$ cat config.mk
export PLATFORM = sky130hd
export DESIGN_NAME = sfseq_top
export DESIGN_NICKNAME = d
export VERILOG_FILES = /design/src/rtl/sfseq_pkg.sv /design/src/rtl/sfseq_regs.sv /design/src/rtl/sfseq_phase.sv /design/src/rtl/sfseq_engine.sv /design/src/rtl/sfseq_top.sv
export SDC_FILE = /design/constraint.sdc
export NUM_CORES = 1
export LEC_CHECK = 0
export BUFFER_PORTS_ARGS = -buffer_cell sky130_fd_sc_hd__buf_2
export CORE_MARGIN = 4
export CORE_UTILIZATION = 40
export CTS_CLUSTER_SIZE = 10
export DETAILED_ROUTE_END_ITERATION = 8
export GPL_TIMING_DRIVEN = 0
export PLACE_DENSITY_LB_ADDON = 0.3
export SLEW_MARGIN = 40
export SYNTH_ARGS = -nofsm -noshare
export SYNTH_HDL_FRONTEND = slang
export SYNTH_SLANG_ARGS = --single-unit
$ cat constraint.sdc
create_clock -name clk -period 4.7 [get_ports clk]
set_input_delay 0.94 -clock clk [delete_from_list [all_inputs] [get_ports clk]]
set_output_delay 0.94 -clock clk [all_outputs]
set_load 0.01 [all_outputs]
$ cat src/rtl/sfseq_pkg.sv
package sfseq_pkg;

   typedef enum logic [2:0] {
      ST_IDLE, ST_SETUP, ST_LOAD, ST_SHIFT, ST_END, ST_HOLD, ST_GAP
   } seq_st_e;

   localparam logic [2:0] PH_LAST = 3'd6;

   typedef struct packed {
      logic        en;
      logic        drive;
      logic        capture;
      logic        ddr;
      logic [2:0]  lanes;
      logic [6:0]  nbits;
      logic [63:0] val;
   } phase_t;

   function automatic logic [2:0] lanes_of(input logic [1:0] code);
      case (code)
         2'd0:    return 3'd1;
         2'd1:    return 3'd2;
         default: return 3'd4;
      endcase
   endfunction

   function automatic logic [2:0] ones4(input logic [3:0] m);
      return {2'b0, m[0]} + {2'b0, m[1]} + {2'b0, m[2]} + {2'b0, m[3]};
   endfunction

endpackage

$ cat src/rtl/sfseq_regs.sv
module sfseq_regs #(
   parameter int AW = 4
) (
   input  logic          clk,
   input  logic          rst_n,
   input  logic          wr_en,
   input  logic [AW-1:0] wr_addr,
   input  logic [31:0]   wr_data,
   input  logic [AW-1:0] rd_addr,
   output logic [31:0]   rd_data,
   input  logic [63:0]   rx,
   input  logic          done,
   input  logic          cs_n,
   output logic          go,
   output logic          rd_dir,
   output logic          wr_dir,
   output logic          keep,
   output logic [15:0]   cmd_q,
   output logic [31:0]   addr_q,
   output logic [31:0]   opt_q,
   output logic [22:0]   en_q,
   output logic [9:0]    lane_q,
   output logic [4:0]    ddr_q,
   output logic [31:0]   wd0_q,
   output logic [31:0]   wd1_q,
   output logic [2:0]    t_setup,
   output logic [2:0]    t_hold,
   output logic [2:0]    t_idle
);
   localparam logic [AW-1:0] A_CTRL = AW'(0);
   localparam logic [AW-1:0] A_CMD  = AW'(1);
   localparam logic [AW-1:0] A_ADDR = AW'(2);
   localparam logic [AW-1:0] A_OPT  = AW'(3);
   localparam logic [AW-1:0] A_EN   = AW'(4);
   localparam logic [AW-1:0] A_LANE = AW'(5);
   localparam logic [AW-1:0] A_D0   = AW'(6);
   localparam logic [AW-1:0] A_D1   = AW'(7);
   localparam logic [AW-1:0] A_STAT = AW'(8);
   localparam logic [AW-1:0] A_TIM  = AW'(9);

   assign go = wr_en && (wr_addr == A_CTRL) && wr_data[0];

   always_ff @(posedge clk or negedge rst_n) begin
      if (!rst_n) begin
         {keep, wr_dir, rd_dir} <= '0;
         cmd_q <= '0; addr_q <= '0; opt_q <= '0; en_q <= '0;
         lane_q <= '0; ddr_q <= '0; wd0_q <= '0; wd1_q <= '0;
         t_setup <= '0; t_hold <= '0; t_idle <= '0;
      end else if (wr_en) begin
         case (wr_addr)
            A_CTRL: {keep, wr_dir, rd_dir} <= wr_data[3:1];
            A_CMD:  cmd_q  <= wr_data[15:0];
            A_ADDR: addr_q <= wr_data;
            A_OPT:  opt_q  <= wr_data;
            A_EN:   en_q   <= wr_data[22:0];
            A_LANE: begin lane_q <= wr_data[9:0]; ddr_q <= wr_data[20:16]; end
            A_D0:   wd0_q  <= wr_data;
            A_D1:   wd1_q  <= wr_data;
            A_TIM:  begin t_setup <= wr_data[2:0]; t_hold <= wr_data[6:4]; t_idle <= wr_data[10:8]; end
            default: ;
         endcase
      end
   end

   always_comb begin
      case (rd_addr)
         A_CTRL:  rd_data = {28'b0, keep, wr_dir, rd_dir, 1'b0};
         A_CMD:   rd_data = {16'b0, cmd_q};
         A_ADDR:  rd_data = addr_q;
         A_OPT:   rd_data = opt_q;
         A_EN:    rd_data = {9'b0, en_q};
         A_LANE:  rd_data = {11'b0, ddr_q, 6'b0, lane_q};
         A_D0:    rd_data = rx[31:0];
         A_D1:    rd_data = rx[63:32];
         A_STAT:  rd_data = {30'b0, ~cs_n, done};
         A_TIM:   rd_data = {21'b0, t_idle, 1'b0, t_hold, 1'b0, t_setup};
         default: rd_data = '0;
      endcase
   end
endmodule

$ cat src/rtl/sfseq_phase.sv
module sfseq_phase
   import sfseq_pkg::*;
(
   input  logic [2:0]  idx,
   input  logic [15:0] cmd_q,
   input  logic [31:0] addr_q,
   input  logic [31:0] opt_q,
   input  logic [22:0] en_q,
   input  logic [9:0]  lane_q,
   input  logic [4:0]  ddr_q,
   input  logic [31:0] wd0_q,
   input  logic [31:0] wd1_q,
   input  logic        rd_dir,
   input  logic        wr_dir,
   output phase_t      ph
);
   logic [2:0] n_adr, n_opt, n_dat;
   logic       dbl;

   assign n_adr = ones4(en_q[7:4]);
   assign n_opt = ones4(en_q[11:8]);
   assign n_dat = ones4(en_q[15:12]);
   assign dbl   = en_q[22] && (n_dat == 3'd4);

   always_comb begin
      ph = '0;
      case (idx)
         3'd0: begin
            ph.en = en_q[0]; ph.drive = 1'b1; ph.ddr = ddr_q[0];
            ph.lanes = lanes_of(lane_q[1:0]); ph.nbits = 7'd8;
            ph.val = {cmd_q[7:0], 56'b0};
         end
         3'd1: begin
            ph.en = en_q[1]; ph.drive = 1'b1; ph.ddr = ddr_q[1];
            ph.lanes = lanes_of(lane_q[3:2]); ph.nbits = 7'd8;
            ph.val = {cmd_q[15:8], 56'b0};
         end
         3'd2: begin
            ph.en = (n_adr != 3'd0); ph.drive = 1'b1; ph.ddr = ddr_q[2];
            ph.lanes = lanes_of(lane_q[5:4]); ph.nbits = {1'b0, n_adr, 3'b0};
            ph.val = {addr_q, 32'b0} << {3'd4 - n_adr, 3'b0};
         end
         3'd3: begin
            ph.en = (n_opt != 3'd0); ph.drive = 1'b1; ph.ddr = ddr_q[3];
            ph.lanes = lanes_of(lane_q[7:6]); ph.nbits = {1'b0, n_opt, 3'b0};
            ph.val = {opt_q, 32'b0};
         end
         3'd4: begin
            ph.en = en_q[16]; ph.lanes = 3'd1;
            ph.nbits = {2'b0, en_q[21:17]} + 7'd1;
         end
         3'd5: begin
            ph.en = (rd_dir || wr_dir) && (n_dat != 3'd0);
            ph.drive = !rd_dir; ph.capture = rd_dir; ph.ddr = ddr_q[4];
            ph.lanes = lanes_of(lane_q[9:8]);
            ph.nbits = dbl ? 7'd64 : {1'b0, n_dat, 3'b0};
            ph.val = dbl ? {wd1_q, wd0_q} : {wd0_q, 32'b0};
         end
         default: ph = '0;
      endcase
   end
endmodule

$ cat src/rtl/sfseq_engine.sv
module sfseq_engine
   import sfseq_pkg::*;
#(
   parameter int IN1_LANE = 1
) (
   input  logic        clk,
   input  logic        rst_n,
   input  logic        go,
   input  logic        keep,
   input  phase_t      ph,
   input  logic [2:0]  t_setup,
   input  logic [2:0]  t_hold,
   input  logic [2:0]  t_idle,
   input  logic [3:0]  io_in,
   output logic [2:0]  idx,
   output logic        cs_n,
   output logic        sck,
   output logic [3:0]  io_out,
   output logic [3:0]  io_oe,
   output logic [63:0] rx,
   output logic        done,
   output logic        busy
);
   seq_st_e     st;
   logic [63:0] sh;
   logic [6:0]  left;
   logic [2:0]  lanes_q, tcnt;
   logic        ddr_q, cap_q, drv_q, half, step, in1;
   logic [3:0]  grp, oe_m, inb;

   generate
      if (IN1_LANE == 1) begin : g_in_lane1
         assign in1 = io_in[1];
      end else begin : g_in_lane0
         assign in1 = io_in[0];
      end
   endgenerate

   assign busy = (st != ST_IDLE);
   assign step = (st == ST_SHIFT) && (ddr_q || half);

   always_comb begin
      case (lanes_q)
         3'd1:    begin grp = {3'b0, sh[63]};    oe_m = 4'b0001; inb = {3'b0, in1}; end
         3'd2:    begin grp = {2'b0, sh[63:62]}; oe_m = 4'b0011; inb = {2'b0, io_in[1:0]}; end
         default: begin grp = sh[63:60];         oe_m = 4'b1111; inb = io_in; end
      endcase
   end

   always_ff @(posedge clk or negedge rst_n) begin
      if (!rst_n) begin
         st <= ST_IDLE; cs_n <= 1'b1; sck <= 1'b0; io_out <= '0; io_oe <= '0;
         sh <= '0; left <= '0; lanes_q <= 3'd1; tcnt <= '0; idx <= '0;
         ddr_q <= 1'b0; cap_q <= 1'b0; drv_q <= 1'b0; half <= 1'b0;
         rx <= '0; done <= 1'b0;
      end else begin
         case (st)
            ST_IDLE: if (go) begin
               done <= 1'b0; rx <= '0; idx <= '0;
               if (cs_n) begin
                  cs_n <= 1'b0; tcnt <= t_setup; st <= ST_SETUP;
               end else begin
                  st <= ST_LOAD;
               end
            end
            ST_SETUP: if (tcnt == '0) st <= ST_LOAD; else tcnt <= tcnt - 3'd1;
            ST_LOAD: begin
               sck <= 1'b0; io_oe <= '0; io_out <= '0; half <= 1'b0;
               if (idx == PH_LAST) begin
                  st <= ST_END;
               end else if (ph.en) begin
                  sh <= ph.val; left <= ph.nbits; lanes_q <= ph.lanes;
                  ddr_q <= ph.ddr; cap_q <= ph.capture; drv_q <= ph.drive;
                  st <= ST_SHIFT;
               end else begin
                  idx <= idx + 3'd1;
               end
            end
            ST_SHIFT: begin
               if (ddr_q || !half) begin
                  io_out <= drv_q ? grp : 4'b0;
                  io_oe  <= drv_q ? oe_m : 4'b0;
               end
               if (ddr_q) sck <= ~sck;
               else begin sck <= half; half <= ~half; end
               if (step) begin
                  sh   <= sh << lanes_q;
                  if (cap_q) rx <= (rx << lanes_q) | {60'b0, inb};
                  left <= left - {4'b0, lanes_q};
                  if (left <= {4'b0, lanes_q}) begin
                     idx <= idx + 3'd1; st <= ST_LOAD;
                  end
               end
            end
            ST_END: if (keep) begin
               done <= 1'b1; st <= ST_IDLE;
            end else begin
               tcnt <= t_hold; st <= ST_HOLD;
            end
            ST_HOLD: if (tcnt == '0) begin
               cs_n <= 1'b1; tcnt <= t_idle; st <= ST_GAP;
            end else tcnt <= tcnt - 3'd1;
            ST_GAP: if (tcnt == '0) begin
               done <= 1'b1; st <= ST_IDLE;
            end else tcnt <= tcnt - 3'd1;
            default: st <= ST_IDLE;
         endcase
      end
   end
endmodule

$ cat src/rtl/sfseq_top.sv
module sfseq_top
   import sfseq_pkg::*;
#(
   parameter int AW       = 4,
   parameter int IN1_LANE = 1
) (
   input  logic          clk,
   input  logic          rst_n,
   input  logic          wr_en,
   input  logic [AW-1:0] wr_addr,
   input  logic [31:0]   wr_data,
   input  logic [AW-1:0] rd_addr,
   output logic [31:0]   rd_data,
   output logic          cs_n,
   output logic          sck,
   output logic [3:0]    io_out,
   output logic [3:0]    io_oe,
   input  logic [3:0]    io_in
);
   generate
      if (AW < 4) begin : g_bad_aw
         $error("sfseq_top: AW must cover ten register words");
      end
      if (IN1_LANE < 0 || IN1_LANE > 1) begin : g_bad_lane
         $error("sfseq_top: IN1_LANE must be 0 or 1");
      end
   endgenerate

   logic        go_w, busy_w, done_w, rd_dir, wr_dir, keep;
   logic [15:0] cmd_q;
   logic [31:0] addr_q, opt_q, wd0_q, wd1_q;
   logic [22:0] en_q;
   logic [9:0]  lane_q;
   logic [4:0]  ddr_q;
   logic [2:0]  t_setup, t_hold, t_idle, idx;
   logic [63:0] rx;
   phase_t      ph;

   sfseq_regs #(.AW(AW)) i_regs (
      .clk(clk), .rst_n(rst_n), .wr_en(wr_en), .wr_addr(wr_addr), .wr_data(wr_data),
      .rd_addr(rd_addr), .rd_data(rd_data), .rx(rx), .done(done_w), .cs_n(cs_n),
      .go(go_w), .rd_dir(rd_dir), .wr_dir(wr_dir), .keep(keep),
      .cmd_q(cmd_q), .addr_q(addr_q), .opt_q(opt_q), .en_q(en_q), .lane_q(lane_q),
      .ddr_q(ddr_q), .wd0_q(wd0_q), .wd1_q(wd1_q),
      .t_setup(t_setup), .t_hold(t_hold), .t_idle(t_idle)
   );

   sfseq_phase i_phase (
      .idx(idx), .cmd_q(cmd_q), .addr_q(addr_q), .opt_q(opt_q), .en_q(en_q),
      .lane_q(lane_q), .ddr_q(ddr_q), .wd0_q(wd0_q), .wd1_q(wd1_q),
      .rd_dir(rd_dir), .wr_dir(wr_dir), .ph(ph)
   );

   sfseq_engine #(.IN1_LANE(IN1_LANE)) i_engine (
      .clk(clk), .rst_n(rst_n), .go(go_w), .keep(keep), .ph(ph),
      .t_setup(t_setup), .t_hold(t_hold), .t_idle(t_idle), .io_in(io_in),
      .idx(idx), .cs_n(cs_n), .sck(sck), .io_out(io_out), .io_oe(io_oe),
      .rx(rx), .done(done_w), .busy(busy_w)
   );
endmodule

==> summary.txt, run 1 <==
Status = complete, but fails checks
Failing checks = DRC
Register area share after synthesis = 0.401
Detailed placement HPWL = 68500 um
Final total power = 0.0186 W
Buffers added on ports = 85
Ant. Diodes = 0
RD Place Congestion = 1.07
Vias in the first global route = 18800
Hold Vio Cnt, Final = 0
Inserted Clock Buffers = 44
Crit Path Class = input pin to output port
Die width = 243 um
Yosys top cell area share = 0.399
Worst R2R Path Depth = 12
Worst endpoint required time = 3.76 ns
I/O pin cnt = 89
WL/cell = 30.3 um
Clock Latency Late Sink = 0.61 ns
Ys Warns = 0
Slew HR = 0.401
Final worst-path setup slack = 0.276 ns
Slowest CP cell = clkbuf_1
Worst vdd ir = 0.354 mV
Die Height = 243 um
Hold WS = 0.231 ns
Grt ovf = 0
Initial antenna violation count = 1
Routed Antenna Nets = 0
Clock-pin slew on the worst setup and hold paths = 0.07 ns
Max-Cap Viols = 0
Unique masters post-synth = 75
Startpoint Class = input pin
Maximum level of the CTS H-tree = 2
Fmax achieved = 0.226 GHz
Crit path from = rd_addr[0]
Crit-path max cell delay = 0.63 ns
CP Cell Sequence = buf_2 -> clkbuf_1 -> nor4bb_1 -> clkbuf_1 -> clkbuf_1 -> a222oi_1 -> nand2_1 -> buf_2
Setup violations, final = 0
FF+latch area = 8890 um2
# fillers = 5141
Synth Flop Type = dfrtp_1
RSZ-0062 raised after global routing = no
Cells after Synth = 2040
DRC Markers = 5
Setup crit end kind = output port
Area growth syn-to-layout = 13.3%
Top post-synthesis cells by area = dfrtp_1 (40%), mux2_2 (13%), mux4_2 (9.1%)
Initial DRC count = 3567
Most common cell after layout, fill and taps aside = dfrtp_1
# Post-CTS Setup Buffers = 0
First-pass GRT wire length = 131000 um
WL final = 89500 um
Min-delay worst type = input pin to async pin
DP Worst Slack = 0.0697 ns
Worst r2r src = i_regs.en_q[4]
All-Layer GR Usage = 0.295
Yosys reg bits = 355
Fin crit share = 0.941
Non-filler instance count after layout = 2956
PwrDens = 741 nW/um2
Most frequent cells in the layout = dfrtp_1 (353), mux2_2 (261), nand2_1 (224)
# nets final = 2256
R2r setup slk = 0.29 ns
Post-synth EDFFs = 0
Average cell area after synthesis = 10.9 um2
Clock tree root driver cell = clkbuf_16
Synth area leader = dfrtp_1
Core Area = 54300 um2
FFs w/ async S/R, synth = 1.00
CTS Buffer Depth = 3
P_leak = 10.5 nW
Largest net degree at the start of global routing = 75
Pins Over Slew Limit = 0
Clock sink count = 355
Multi-input gate area = 12300 um2
Crit-path max FO = 10
Initial core utilization = 0.408
Slew @ Worst Pin = 0.899 ns
Drt pass-1 iters = 9
Number of hold buffers added after CTS = 0
FP Rows = 85
TritonCTS clock tree = yes
Final min period = 4.42 ns
Worst Skew = 0.0439 ns
Synthesized cell area = 22200 um2
Avg Vias per Cell = 6.71
Mapped Nets = 2110
Dpl cells = 2875
Die area = 59200 um2
Worst endpoint data arrival time = 3.48 ns
Critical Path Most Common Cell = clkbuf_1
Vias post-DR = 19800
Layout Utilization = 0.462
Share of layout cells above drive strength 1 = 0.275
==> metal layers <==
| layer | GRT usage | part of all wire | up-vias |
|---|---|---|---|
| met2 | 0.429 | 0.42 | 1386 |
| met3 | 0.0705 | 0.11 | 263 |
| li1 | - | - | 8136 |
| met5 | 0 | 0.00015 | - |
| met1 | 0.415 | 0.40 | 10100 |
| met4 | 0.138 | 0.057 | 2 |
==> cells in the mapped netlist, drive strengths merged, types with 10 or more instances <==
cell type,number
a211oi,10
a21oi,150
a221o,11
a222oi,49
a22o,31
a22oi,49
a31oi,21
buf,96
clkbuf,91
dfrtp,353
ha,19
inv,28
mux2,265
mux2i,131
mux4,90
nand2,224
nand3,22
nand3b,10
nor2,46
nor2b,22
nor3,67
o21ai,53
o22ai,17
o31ai,64
==> per-stage QoR <==
| stage | TNS [ns] | area (um2) |
|---|---|---|
| 6_report | 0 | 25100 |
| 5_1_grt | 0 | 25100 |
| 4_1_cts | 0 | 25100 |
| 3_3_place_gp | -1506.33 | 23500 |
| 2_1_floorplan | 0 | 22200 |
| 3_5_place_dp | 0 | 23700 |
==> worst max-delay path: cells and delay by family <==
| kind | cells | cell delay [ns] |
|---|---|---|
| AO/OA/AOI/OAI | 1 | 0.39 |
| AND/OR/NAND/NOR | 2 | 0.53 |
| buffers and inverters | 5 | 1.60 |
==> layout make-up <==
class,instances,share of cell area
Inverter,29,0.00434
Multi-Input combinational cell,1469,0.491
Tap cell,739,0.0368
Timing Repair Buffer,100,0.0248
Buffer,187,0.0342
Clock inverter,4,0.00209
Sequential cell,355,0.354
Clock buffer,73,0.0527
==> report_power, final <==
part           switching [W]  total, W  internal [W]
Combinational        0.00558   0.00969       0.00410
Clock                0.00139   0.00334       0.00196
Sequential           0.00151   0.00556       0.00405
Total                0.00848    0.0186        0.0101
==> path summary, 6_finish.rpt <==
check                                          to
min in group clk                i_engine.io_oe[0]
worst max-delay path                  rd_data[12]
worst max register to register    i_engine.sh[43]
max in group asynchronous         i_engine.sh[17]
worst min-delay path              i_engine.sh[54]
worst min register to register  i_engine.io_oe[0]
==> state kept, by name, summed over array words and instances, names as in the netlist, 4 cells and up <==
register / cells
i_engine.io_out: 4
i_engine.left: 7
i_engine.rx: 64
i_engine.sh: 64
i_regs.addr_q: 32
i_regs.cmd_q: 16
i_regs.ddr_q: 5
i_regs.en_q: 23
i_regs.lane_q: 10
i_regs.opt_q: 32
i_regs.wd0_q: 32
i_regs.wd1_q: 32
==> cells by family after synthesis <==
logic type                 count (synthesis)  synth area share
AOI/OAI and AO/OA                        516             0.162
muxes                                    486             0.285
and+or+nand+nor                          439            0.0919
DFF                                      355             0.401
buffers and inverters                    216            0.0436
adders and majority gates                 23            0.0143
xor gates and xnor gates                   5           0.00198
==> what timing repair did <==
action,4_1_cts,5_1_grt
endpoints found under the setup margin,0,24
resized for setup,0,1
hold endpoints to repair,0,0
Note: power is estimated with default switching activity, not from simulation.
==> run 2: changes to the inputs <==
--- a/config.mk
+++ b/config.mk
@@ -13,5 +13,5 @@
 export GPL_TIMING_DRIVEN = 0
 export PLACE_DENSITY_LB_ADDON = 0.3
-export SLEW_MARGIN = 40
+export SLEW_MARGIN = 10
 export SYNTH_ARGS = -nofsm -noshare
 export SYNTH_HDL_FRONTEND = slang
==> constraint.sdc (replaced) <==
create_clock -name clk -period 4.7 [get_ports clk]
set_input_delay 0.47 -clock clk [delete_from_list [all_inputs] [get_ports clk]]
set_output_delay 0.47 -clock clk [all_outputs]
set_load 0.01 [all_outputs]
==> summary.txt, run 2 (synthesized netlist as in run 1, its figures left out) <==
Top Registers = i_engine.rx x64, i_engine.sh x64 (unchanged)
Area growth syn-to-layout = 12.8% (was 13.3%)
Startpoint Class = flop (was input pin)
All-Layer GR Usage = 0.293 (was 0.295)
CTS Buffer Depth = 3 (unchanged)
Die area = 59200 um2 (unchanged)
Detailed placement HPWL = 68200 um (was 68500 um)
Worst Skew = 0.0281 ns (was 0.0439 ns)
Fin crit share = 0.995 (was 0.941)
WL/cell = 30.4 um (was 30.3 um)
Clock Latency Late Sink = 0.59 ns (was 0.61 ns)
Dpl cells = 2867 (was 2875)
Share of layout cells above drive strength 1 = 0.271 (was 0.275)
Crit Path Class = flop to flop (was input pin to output port)
Avg Vias per Cell = 6.69 (was 6.71)
Slew HR = 0.245 (was 0.401)
Vias post-DR = 19700 (was 19800)
Ant. Diodes = 0 (unchanged)
Worst endpoint data arrival time = 5.13 ns (was 3.48 ns)
Non-filler instance count after layout = 2942 (was 2956)
Inserted Clock Buffers = 45 (was 44)
Worst R2R Path Depth = 12 (unchanged)
Failing checks = DRC (unchanged)
Buffers added on ports = 85 (unchanged)
Multi-input gate area = 12300 um2 (about the same)
TritonCTS clock tree = yes (unchanged)
Clock-pin slew on the worst setup and hold paths = 0.06 ns (was 0.07 ns)
FF+latch area = 8890 um2 (unchanged)
Largest net degree at the start of global routing = 107 (was 75)
Drt pass-1 iters = 9 (unchanged)
# Post-CTS Setup Buffers = 0 (unchanged)
Min-delay worst type = input pin to flop (was input pin to async pin)
Status = complete, but fails checks (unchanged)
Most frequent cells in the layout = dfrtp_1 (353), mux2_2 (261), nand2_1 (224) (unchanged)
Most common cell after layout, fill and taps aside = dfrtp_1 (unchanged)
Initial DRC count = 3305 (was 3567)
Worst r2r src = i_regs.en_q[4] (unchanged)
Final total power = 0.0185 W (was 0.0186 W)
Die width = 243 um (unchanged)
Pins Over Slew Limit = 0 (unchanged)
RSZ-0062 raised after global routing = no (unchanged)
Hold EP = i_engine.rx[3]
Final min period = 4.67 ns (was 4.42 ns)
Maximum level of the CTS H-tree = 2 (unchanged)
DRC Markers = 32 (was 5)
Grt ovf = 0 (unchanged)
Routed Antenna Nets = 0 (unchanged)
Hold Vio Cnt, Final = 0 (unchanged)
Vias in the first global route = 18800 (about the same)
Clock tree root driver cell = clkbuf_16 (unchanged)
Die Height = 243 um (unchanged)
Max-Cap Viols = 0 (unchanged)
RD Place Congestion = 1.07 (unchanged)
Hold Crit Depth = 3
WL final = 89300 um (was 89500 um)
Setup violations, final = 0 (unchanged)
Crit-path max FO = 10 (unchanged)
Min-delay src = io_in[3]
Slew @ Worst Pin = 1.12 ns (was 0.899 ns)
Fmax achieved = 0.214 GHz (was 0.226 GHz)
Initial antenna violation count = 3 (was 1)
# fillers = 5119 (was 5141)
Initial core utilization = 0.408 (unchanged)
Final worst-path setup slack = 0.0256 ns (was 0.276 ns)
Reg-to-Reg End = i_engine.sh[44] (was i_engine.sh[43])
Core Area = 54300 um2 (unchanged)
Worst vdd ir = 0.293 mV (was 0.354 mV)
I/O pin cnt = 89 (unchanged)
R2r setup slk = 0.03 ns (was 0.29 ns)
Worst endpoint required time = 5.16 ns (was 3.76 ns)
# nets final = 2246 (was 2256)
PwrDens = 742 nW/um2 (was 741 nW/um2)
Clock sink count = 355 (unchanged)
FP Rows = 85 (unchanged)
P_leak = 10.5 nW (about the same)
DP Worst Slack = -0.0427 ns (was 0.0697 ns)
First-pass GRT wire length = 131000 um (about the same)
Setup crit end kind = flop (was output port)
[run 2: changes by cell type in the layout (fill, tap and decap cells not counted), moves of 2 or more]
cell | before | now
inv_6 | 2 | 0
buf_16 | 5 | 3
buf_2 | 153 | 146
clkbuf_2 | 3 | 0
clkbuf_1 | 110 | 105
clkinv_2 | 1 | 4
[run 2: layout make-up]
type	instances	share of cell area
buffer	187	0.0343
clock buffer	68	0.0526
clock inverter	6	0.00265
inverter	29	0.00436
multi-input combinational	1469	0.492
sequential	355	0.356
tap	739	0.0370
timing repair buffer	89	0.0211
[run 2: worst max path at each step]
stage | startpoint | end | slack [ns] | cells after the start
5_1_grt | i_regs.en_q[4] | i_engine.sh[41] | 0.01 | 12
3_3_place_gp | rst_n | i_regs.wd1_q[15] | -3.84 | 1
2_1_floorplan | i_regs.en_q[4] | i_engine.sh[41] | 1.16 | 13
6_report | i_regs.en_q[4] | i_engine.sh[44] | 0.03 | 12
3_5_place_dp | i_regs.en_q[4] | i_engine.sh[44] | -0.04 | 12
4_1_cts | i_regs.en_q[4] | i_engine.sh[44] | 0.27 | 12
[run 2: repair_timing]
action | CTS | global route
gates resized for setup | 1 | 0
hold buffers | 1 | 0
endpoints found under the setup margin | 3 | 0
endpoints found under the hold margin | 69 | 0
[run 2: through the flow]
stage	cell area, um2	utilization	TNS [ns]	hold slack, ns
floorplan	22200	-	0	0.174
global placement	23500	0.433	-1339.48	0.460
detailed placement	23600	0.434	-0.0790	0.465
CTS	25000	0.460	0	0.177
global route	25000	0.460	0	0.226
finish	25000	0.460	0	0.197
[run 2: layer usage]
layer  vias up  wire, um  GRT usage
met5         -        46          0
met4         6      5660      0.149
met3       300     10600     0.0710
met2      1419     37600      0.426
met1      9839     35400      0.410
li1       8105         -          -
[run 2: critical path: stages, from the launching register on]
cell      delay, ns
dfrtp_1        0.42
ha_1           0.32
fa_1           0.67
buf_2          0.37
inv_2          0.18
ha_1           0.22
ha_1           0.31
nand3b_1       0.14
buf_2          0.23
nor2_1         0.17
a222oi_1       0.96
o22ai_1        0.21
mux2_2         0.33
[run 2: power by group]
part / internal (W) / switching [W]
clock network: 0.00196 / 0.00138
logic: 0.00407 / 0.00556
registers: 0.00405 / 0.00151
total: 0.0101 / 0.00845
